### src/rtl/dgarb_pkg.sv
package dgarb_pkg;
  typedef enum logic [1:0] {
    ST_IDLE  = 2'd0,
    ST_OWNED = 2'd1,
    ST_GAP   = 2'd2
  } arbState_t;

  typedef struct packed {
    logic chainGrant;  // grant injected at head of chain
    logic clearOwner;  // drop latched ownership
  } ctrlStrobes_t;
endpackage

### src/rtl/dgarb_slice.sv
module dgarb_slice (
  input  logic clk,
  input  logic rst_n,
  input  logic grantIn,
  input  logic req,
  input  logic clearOwner,
  output logic grantOut,
  output logic owned
);
  logic takeGrant;

  // a requesting slice absorbs the grant, others forward it
  assign takeGrant = grantIn & req;
  assign grantOut  = grantIn & ~req;

  always_ff @(posedge clk or negedge rst_n) begin
    if (!rst_n)          owned <= 1'b0;
    else if (clearOwner) owned <= 1'b0;
    else if (takeGrant)  owned <= 1'b1;
  end

  p_take_needs_req_r3: assert property (@(posedge clk) disable iff (!rst_n)
    $rose(owned) |-> $past(req));
endmodule

### src/rtl/dgarb_chain.sv
module dgarb_chain
  import dgarb_pkg::*;
#(
  parameter int NUM_MASTERS = 4
) (
  input  logic                   clk,
  input  logic                   rst_n,
  input  ctrlStrobes_t           strobes,
  input  logic                   busOwned,
  input  logic [NUM_MASTERS-1:0] reqVec,
  output logic [NUM_MASTERS-1:0] ownerVec
);
  localparam int LINKS = NUM_MASTERS + 1;

  logic [LINKS-1:0] link;

  assign link[0] = strobes.chainGrant;

  for (genvar g = 0; g < NUM_MASTERS; g++) begin : g_slice
    dgarb_slice slice_i (
      .clk       (clk),
      .rst_n     (rst_n),
      .grantIn   (link[g]),
      .req       (reqVec[g]),
      .clearOwner(strobes.clearOwner),
      .grantOut  (link[g+1]),
      .owned     (ownerVec[g])
    );
  end

  p_onehot0_r7: assert property (@(posedge clk) disable iff (!rst_n)
    $onehot0(ownerVec));

  p_owned_one_r7: assert property (@(posedge clk) disable iff (!rst_n)
    busOwned |-> $onehot(ownerVec));

  p_free_empty_r7: assert property (@(posedge clk) disable iff (!rst_n)
    !busOwned |-> (ownerVec == '0));
endmodule

### src/rtl/dgarb_ctrl.sv
module dgarb_ctrl
  import dgarb_pkg::*;
(
  input  logic         clk,
  input  logic         rst_n,
  input  logic         anyReq,
  input  logic         anyRel,
  output ctrlStrobes_t strobes,
  output logic         busOwned
);
  arbState_t state, stateNext;

  always_comb begin
    stateNext          = state;
    strobes            = '0;
    unique case (state)
      ST_IDLE: begin
        strobes.chainGrant = anyReq;
        if (anyReq) stateNext = ST_OWNED;
      end
      ST_OWNED: begin
        if (anyRel) begin
          strobes.clearOwner = 1'b1;
          stateNext          = ST_GAP;
        end
      end
      ST_GAP:   stateNext = ST_IDLE;
      default:  stateNext = ST_IDLE;
    endcase
  end

  always_ff @(posedge clk or negedge rst_n) begin
    if (!rst_n) state <= ST_IDLE;
    else        state <= stateNext;
  end

  assign busOwned = (state == ST_OWNED);

  p_idle_req_r2: assert property (@(posedge clk) disable iff (!rst_n)
    (state == ST_IDLE && anyReq) |=> (state == ST_OWNED));

  p_gap_follows_r6: assert property (@(posedge clk) disable iff (!rst_n)
    (state == ST_OWNED && anyRel) |=> (state == ST_GAP));

  p_gap_silent_r6: assert property (@(posedge clk) disable iff (!rst_n)
    (state == ST_GAP) |-> !strobes.chainGrant);

  p_stay_idle_r10: assert property (@(posedge clk) disable iff (!rst_n)
    (state == ST_IDLE && !anyReq) |=> (state == ST_IDLE));
endmodule

### src/rtl/daisy_grant_arbiter.sv
module daisy_grant_arbiter
  import dgarb_pkg::*;
#(
  parameter int NUM_MASTERS = 4
) (
  input  logic                   clk,
  input  logic                   rst_n,
  input  logic [NUM_MASTERS-1:0] reqVec,
  input  logic [NUM_MASTERS-1:0] relVec,
  output logic [NUM_MASTERS-1:0] grantVec
);
  ctrlStrobes_t strobes;
  logic         busOwned;
  logic         sharedReq;
  logic         sharedRel;

  // wired-OR shared lines
  assign sharedReq = |reqVec;
  assign sharedRel = |relVec;

  dgarb_ctrl ctrl_i (
    .clk     (clk),
    .rst_n   (rst_n),
    .anyReq  (sharedReq),
    .anyRel  (sharedRel),
    .strobes (strobes),
    .busOwned(busOwned)
  );

  dgarb_chain #(.NUM_MASTERS(NUM_MASTERS)) chain_i (
    .clk     (clk),
    .rst_n   (rst_n),
    .strobes (strobes),
    .busOwned(busOwned),
    .reqVec  (reqVec),
    .ownerVec(grantVec)
  );

  p_frozen_r4: assert property (@(posedge clk) disable iff (!rst_n)
    ((grantVec != '0) && !sharedRel) |=> $stable(grantVec));

  p_release_r5: assert property (@(posedge clk) disable iff (!rst_n)
    ((grantVec != '0) && sharedRel) |=> (grantVec == '0));

  p_gap_r6: assert property (@(posedge clk) disable iff (!rst_n)
    $fell(|grantVec) |=> (grantVec == '0));

  p_winner_req_r3: assert property (@(posedge clk) disable iff (!rst_n)
    $rose(|grantVec) |-> (($past(reqVec) & grantVec) != '0));
endmodule

### config.mk
export PLATFORM = sky130hd
export DESIGN_NAME = daisy_grant_arbiter
export DESIGN_NICKNAME = d
export VERILOG_FILES = /design/src/rtl/dgarb_pkg.sv /design/src/rtl/dgarb_slice.sv /design/src/rtl/dgarb_chain.sv /design/src/rtl/dgarb_ctrl.sv /design/src/rtl/daisy_grant_arbiter.sv
export SDC_FILE = /design/constraint.sdc
export NUM_CORES = 1
export LEC_CHECK = 0
export CELL_PAD_IN_SITES_DETAIL_PLACEMENT = 0
export CELL_PAD_IN_SITES_GLOBAL_PLACEMENT = 1
export CORE_AREA = 5 5 42 44
export DETAILED_ROUTE_END_ITERATION = 12
export DIE_AREA = 0 0 47 49
export DONT_BUFFER_PORTS = 1
export HOLD_SLACK_MARGIN = 0.12
export PLACE_DENSITY_LB_ADDON = 0.1
export SKIP_LAST_GASP = 1
export SYNTH_ARGS = -nofsm -noshare
export SYNTH_HDL_FRONTEND = slang
export SYNTH_SLANG_ARGS = --single-unit
### constraint.sdc
create_clock -name clk -period 0.9 [get_ports clk]
set_input_delay 0.18 -clock clk [delete_from_list [all_inputs] [get_ports clk]]
set_output_delay 0.18 -clock clk [all_outputs]
set_load 0.005 [all_outputs]
==> impl_metrics.csv, run 1 <==
group,metric,value,unit
routing,highest_layer,"met4",
die,num_rows,14,
yosys,syn_area,289,sq um
routing,wl_met2,395,microns
layout,layout_common_cells,"nor2_1 (5), dfrtp_1 (5), dlygate4sd3_1 (5)",
yosys,synth.area.top_cells,"dfrtp_1 (52%), buf_4 (10%), nor4_4 (7.4%)",
grt,groute.usage.overall,8.63,%
setup_path,rr_worst_depth,3,
pwr,p_int,752,uW
timing,setup_violations,5,
grt,grt_pass1_wl,1280,microns
placed_design,placed_area,313,sq um
timing,fmax,1030,MHz
yosys,synth_top_family_by_area,"simple AND/OR/NAND/NOR gates",
setup_path,crit_path_end_kind,"flop",
routing,routed_wl,762,microns
setup_path,path_class,"reg2reg",
pwr,p_per_area,2940,nW/um^2
pwr,max-vdd-ir-drop,954,uV
timing,layout_setup_ws,-0.0743,ns
timing,rsz0062_at_grt,"true",
pwr,p_total,1.18,mW
grt,grt-ovfl-total,0,
routing,ant_nets,0,
cts,cts_setup_buffers,0,
yosys,synth_seq_cells,6,
setup_path,startpoint_type,"flop",
job,cap_violations,0,
timing,fin_skew,0.00575,ns
layout,final_cell_area,402,sq um
cts,clock_path_buffers,2,
status,violations,"negative setup slack",
status,status,"complete, but fails checks",
setup_path,reg2reg_setup_slack,-0.07,ns
pwr,p_comb_share,31.5,%
timing,maxSlewHeadroom,78.2,%
setup_path,r2r_start,"ctrl_i.state[1]",
timing,finalCriticalPeriod,0.974,ns
worst_hold_path,hold_start,"reqVec[2]",
worst_hold_path,hold_depth,3,
yosys,synth_compound_area_share,13.9,%
setup_path,crit_start,"ctrl_i.state[1]",
layout,fin_nets,48,
setup_path,path_cells,"nor4_4 -> a31oi_1 -> nor2_1",
routing,met3_length,62,microns
cts,cts_tree,"done",
layout,diodes,0,
die,start_util,20.6,%
pwr,switching_power,430,uW
setup_path,crit_fanout,4,
worst_hold_path,whs_endpoint,"chain_i.g_slice[3].slice_i.owned",
setup_path,arrival,1.16,ns
setup_path,required,1.08,ns
layout,area_growth,39.0,%
placed_design,port-buffer-count,0,
yosys,ys_warn_count,0,
routing,route.detailed.drc,0,
grt,grt_pass1_vias,262,
routing,avgRoutedWirePerCell,14.7,microns
timing,worst_slew_pin_slew,0.325,ns
timing,fin_crit_sh,108,%
setup_path,worst_path_largest_cell_delay,0.45,ns
timing,hold_viol,0,
yosys,muxShareOfSynthArea,0,%
yosys,ys_seq_area_share,51.9,%
routing,drt_iter0_drc,2,
cts,clkSinkCount,6,
die,die-area,2300,sq um
cts,numCtsBuffers,3,
pwr,clkPwrFrac,22.5,%
routing,vias_per_cell,4.52,
die,design.core.area,1400,sq um
die,die_h,49,microns
routing,wl_met1,294,microns
timing,drv_slew,0,
yosys,yosysTopAreaCell,"dfrtp_1",
cts,cts_root_buffer,"clkbuf_4",
yosys,syn-num-nets,39,
routing,vias,235,
yosys,synthCells,29,
die,die_w,47,microns
worst_hold_path,hp-class,"in2reg",
pwr,p_sw_share,36.4,%
cts,cts_max_level,1,
yosys,synth-simple-area-share,19.9,%
yosys,yosys.area.top_type_share,51.9,%
setup_path,cp_slowest_cell,"dfrtp_2",
cts,clk_latency,0.25,ns
yosys,synth-xor-area-share,0,%
die,pin_count,14,
pwr,seq_power_share,46.0,%
layout,drive_gt1_share,30.6,%
placed_design,place.gp.congestion,0.639,
setup_path,reg2reg_to,"chain_i.g_slice[3].slice_i.owned",
yosys,synth_cell_types,11,
cts,path_clk_slew,0.05,ns
pwr,p_leak,0.166,nW
grt,grt_start_max_net_pins,7,
routing,drt_pre_antenna_iters,3,
yosys,synth_area_per_cell,9.97,sq um
placed_design,hpwl,556,microns
grt,antenna_found_initial,0,
yosys,synth_fa_ha_area_share,0,%
Yosys cell counts:
library cell	number
nor4_4	1
dfrtp_1	6
nor3_1	1
inv_1	3
buf_4	4
nor2_1	5
a21oi_1	3
o21ai_0	1
nor4_1	2
a211oi_1	1
a31oi_1	2
per-layer routing:
metal | vias to the layer above | GRT usage [%]
met1 | 108 | 8.48
met2 | 12 | 12.7
met3 | 2 | 4.80
met4 | 0 | 6.91
li1 | 113 | -
met5 | - | 0
cells by family after synthesis:
group | count (synthesis)
AND/OR/NAND/NOR | 9
AO/OA/AOI/OAI | 7
buffers and inverters | 7
flip-flops | 6
power by group through the flow:
stage	sequential [mW]	clock (mW)	combinational, mW
3_5_place_dp	0.516	0	0.336
3_3_place_gp	0.510	0	0.335
2_1_floorplan	0.479	0	0.307
6_report	0.544	0.265	0.373
5_1_grt	0.570	0.286	0.434
4_1_cts	0.545	0.278	0.378
timing repair:
| item | 4_1_cts | 5_1_grt |
|---|---|---|
| endpoints found under the setup margin | 6 | 5 |
| gates resized for setup | 4 | 0 |
| cloned | 0 | 0 |
| pin swaps | 2 | 0 |
| hold buffers | 5 | 0 |
| endpoints found under the hold margin | 10 | 0 |
how the worst max path moves through the flow:
stage,to,cells past startpoint
floorplan,chain_i.g_slice[3].slice_i.owned,3
global placement,chain_i.g_slice[2].slice_i.owned,3
detailed placement,chain_i.g_slice[0].slice_i.owned,3
CTS,chain_i.g_slice[3].slice_i.owned,3
global route,chain_i.g_slice[2].slice_i.owned,3
finish,chain_i.g_slice[3].slice_i.owned,3
critical path: cells and delay by family, from the launching register on:
| family | cells | cell delay, ns |
|---|---|---|
| flip-flops | 1 | 0.45 |
| AND/OR/NAND/NOR | 2 | 0.34 |
| AO/OA/AOI/OAI | 1 | 0.11 |
state kept, by name, indices dropped and copies added (netlist names):
signal,count
ctrl_i.state,2
chain_i.g_slice.slice_i.owned,4
stage by stage:
stage	TNS, ns	setup WS, ns	hold WS (ns)	utilization, %	instances
after floorplan	-0.00952	-0.00952	-0.116	-	29
after global placement	-0.287	-0.0952	-0.115	22.3	44
after detailed placement	-0.361	-0.118	-0.115	22.3	44
after CTS	-0.219	-0.0726	0.126	28.7	52
after global routing	-0.612	-0.145	0.149	28.7	52
final	-0.220	-0.0743	0.135	28.7	52
final cells by class:
cell class              count  area, sq um
fillers                   157         1000
flip-flops and latches      6          151
multi-input cells          16          124
repair buffers              8         72.6
clock buffers               3         22.5
well taps                  16         20.0
inverters                   3         11.3
Power figures use the tool's default switching activity.
==> run 2: changes to the inputs <==
- CTS_BUF_LIST: default -> sky130_fd_sc_hd__clkbuf_8
==> impl_metrics.csv, run 2 (synthesized netlist as in run 1, its figures left out) <==
group,metric,value,unit
layout,final_util,27.9,%
cts,clk_latency,0.23,ns
die,pin_count,14,
cts,cts_max_level,1,
grt,grt-ovfl-total,0,
setup_path,crit_path_end_kind,"flop",
layout,layout_common_cells,"nor2_1 (5), dfrtp_1 (5), a21oi_1 (3), clkbuf_8 (3), buf_4 (3)",
layout,largest_reg_flops,4,
placed_design,place.gp.congestion,0.639,
routing,avgRoutedWirePerCell,15.0,microns
die,die_h,49,microns
grt,grt_start_max_net_pins,7,
placed_design,placed_area,313,sq um
layout,multiInputGateArea,124,sq um
layout,regArea,151,sq um
routing,drt_pre_antenna_iters,2,
job,cap_violations,0,
setup_path,startpoint_type,"flop",
placed_design,dp.cells,44,
die,die_w,47,microns
timing,fin_crit_sh,107,%
layout,diodes,0,
placed_design,port-buffer-count,0,
timing,final.setup.tns,-0.216,ns
die,num_rows,14,
cts,clkSinkCount,6,
timing,fin_skew,0.00216,ns
routing,vias_per_cell,4.45,
setup_path,rr_worst_depth,3,
layout,reg_top3,"chain_i.g_slice.slice_i.owned x4, ctrl_i.state x2",
worst_hold_path,hp-class,"in2reg",
cts,cts_root_buffer,"clkbuf_8",
grt,antenna_found_initial,0,
cts,clock_path_buffers,2,
placed_design,hpwl,556,microns
pwr,p_per_area,3410,nW/um^2
timing,holdWs,0.125,ns
layout,fin_nets,45,
pwr,max-vdd-ir-drop,1070,uV
timing,hold_viol,0,
grt,groute.usage.overall,8.00,%
timing,layout_setup_ws,-0.0627,ns
die,design.core.area,1400,sq um
routing,ant_nets,0,
setup_path,path_class,"reg2reg",
grt,grt_pass1_vias,249,
routing,vias,218,
pwr,p_total,1.33,mW
layout,largest-register,"chain_i.g_slice.slice_i.owned",
timing,fmax,1040,MHz
timing,finalCriticalPeriod,0.963,ns
routing,drt_iter0_drc,1,
status,violations,"negative setup slack",
setup_path,arrival,1.12,ns
routing,routed_wl,734,microns
cts,path_clk_slew,0.04,ns
routing,route.detailed.drc,0,
timing,setup_violations,5,
grt,grt_pass1_wl,1210,microns
layout,drive_gt1_share,33.3,%
timing,drv_slew,0,
placed_design,place_ws,-0.118,ns
cts,cts_tree,"done",
setup_path,required,1.06,ns
layout,final_cells,49,
cts,numCtsBuffers,3,
setup_path,crit_fanout,4,
timing,worst_slew_pin_slew,0.322,ns
layout,area_growth,35.1,%
pwr,p_leak,0.161,nW
status,status,"complete, but fails checks",
timing,maxSlewHeadroom,78.4,%
die,die-area,2300,sq um
layout,final_cell_area,390,sq um
worst_hold_path,hold_depth,2,
die,start_util,20.6,%
timing,rsz0062_at_grt,"true",
cts,cts_setup_buffers,0,
layout,fillers,156,
-- run 2: changes by cell type in the layout (fill, tap and decap cells not counted), sizes merged --
cell,change
dlygate4sd3,-3
-- run 2: where the power goes --
group	internal, mW	switching [mW]
registers	0.399	0.148
logic	0.193	0.170
clock network	0.289	0.132
-- run 2: worst max-delay path, cell delays in order, from the launching register on --
cell and delay [ns]:
dfrtp_2 0.44, nor4_4 0.26, a31oi_1 0.12, nor2_1 0.08
-- run 2: cell type report --
class                   instances  share of cell area (%)
well taps                      16                    5.13
flip-flops and latches          6                    38.8
multi-input cells              16                    31.7
repair buffers                  5                    10.9
clock buffers                   3                    10.6
inverters                       3                    2.88
-- run 2: path summary, 6_finish.rpt --
kind,start,to,slack (ns)
max,ctrl_i.state[1],chain_i.g_slice[3].slice_i.owned,-0.06
min,reqVec[3],chain_i.g_slice[3].slice_i.owned,0.12
max reg2reg,ctrl_i.state[1],chain_i.g_slice[3].slice_i.owned,-0.06
min reg2reg,chain_i.g_slice[3].slice_i.owned,chain_i.g_slice[3].slice_i.owned,0.52
max in group asynchronous,rst_n,ctrl_i.state[1],0.38
min in group asynchronous,rst_n,chain_i.g_slice[3].slice_i.owned,0.27
-- run 2: layer usage --
metal	vias to the layer above	global-route usage [%]	wire, microns
met4	0	6.91	9
met1	98	8.26	309
met2	11	11.5	358
met5	-	0	0
li1	107	-	-
met3	2	3.69	56
-- run 2: repair_timing --
item,4_1_cts,5_1_grt
hold endpoints to repair,7,0
gates resized for setup,4,0
setup endpoints to repair,6,5
hold buffers,2,0
pin swaps,2,0
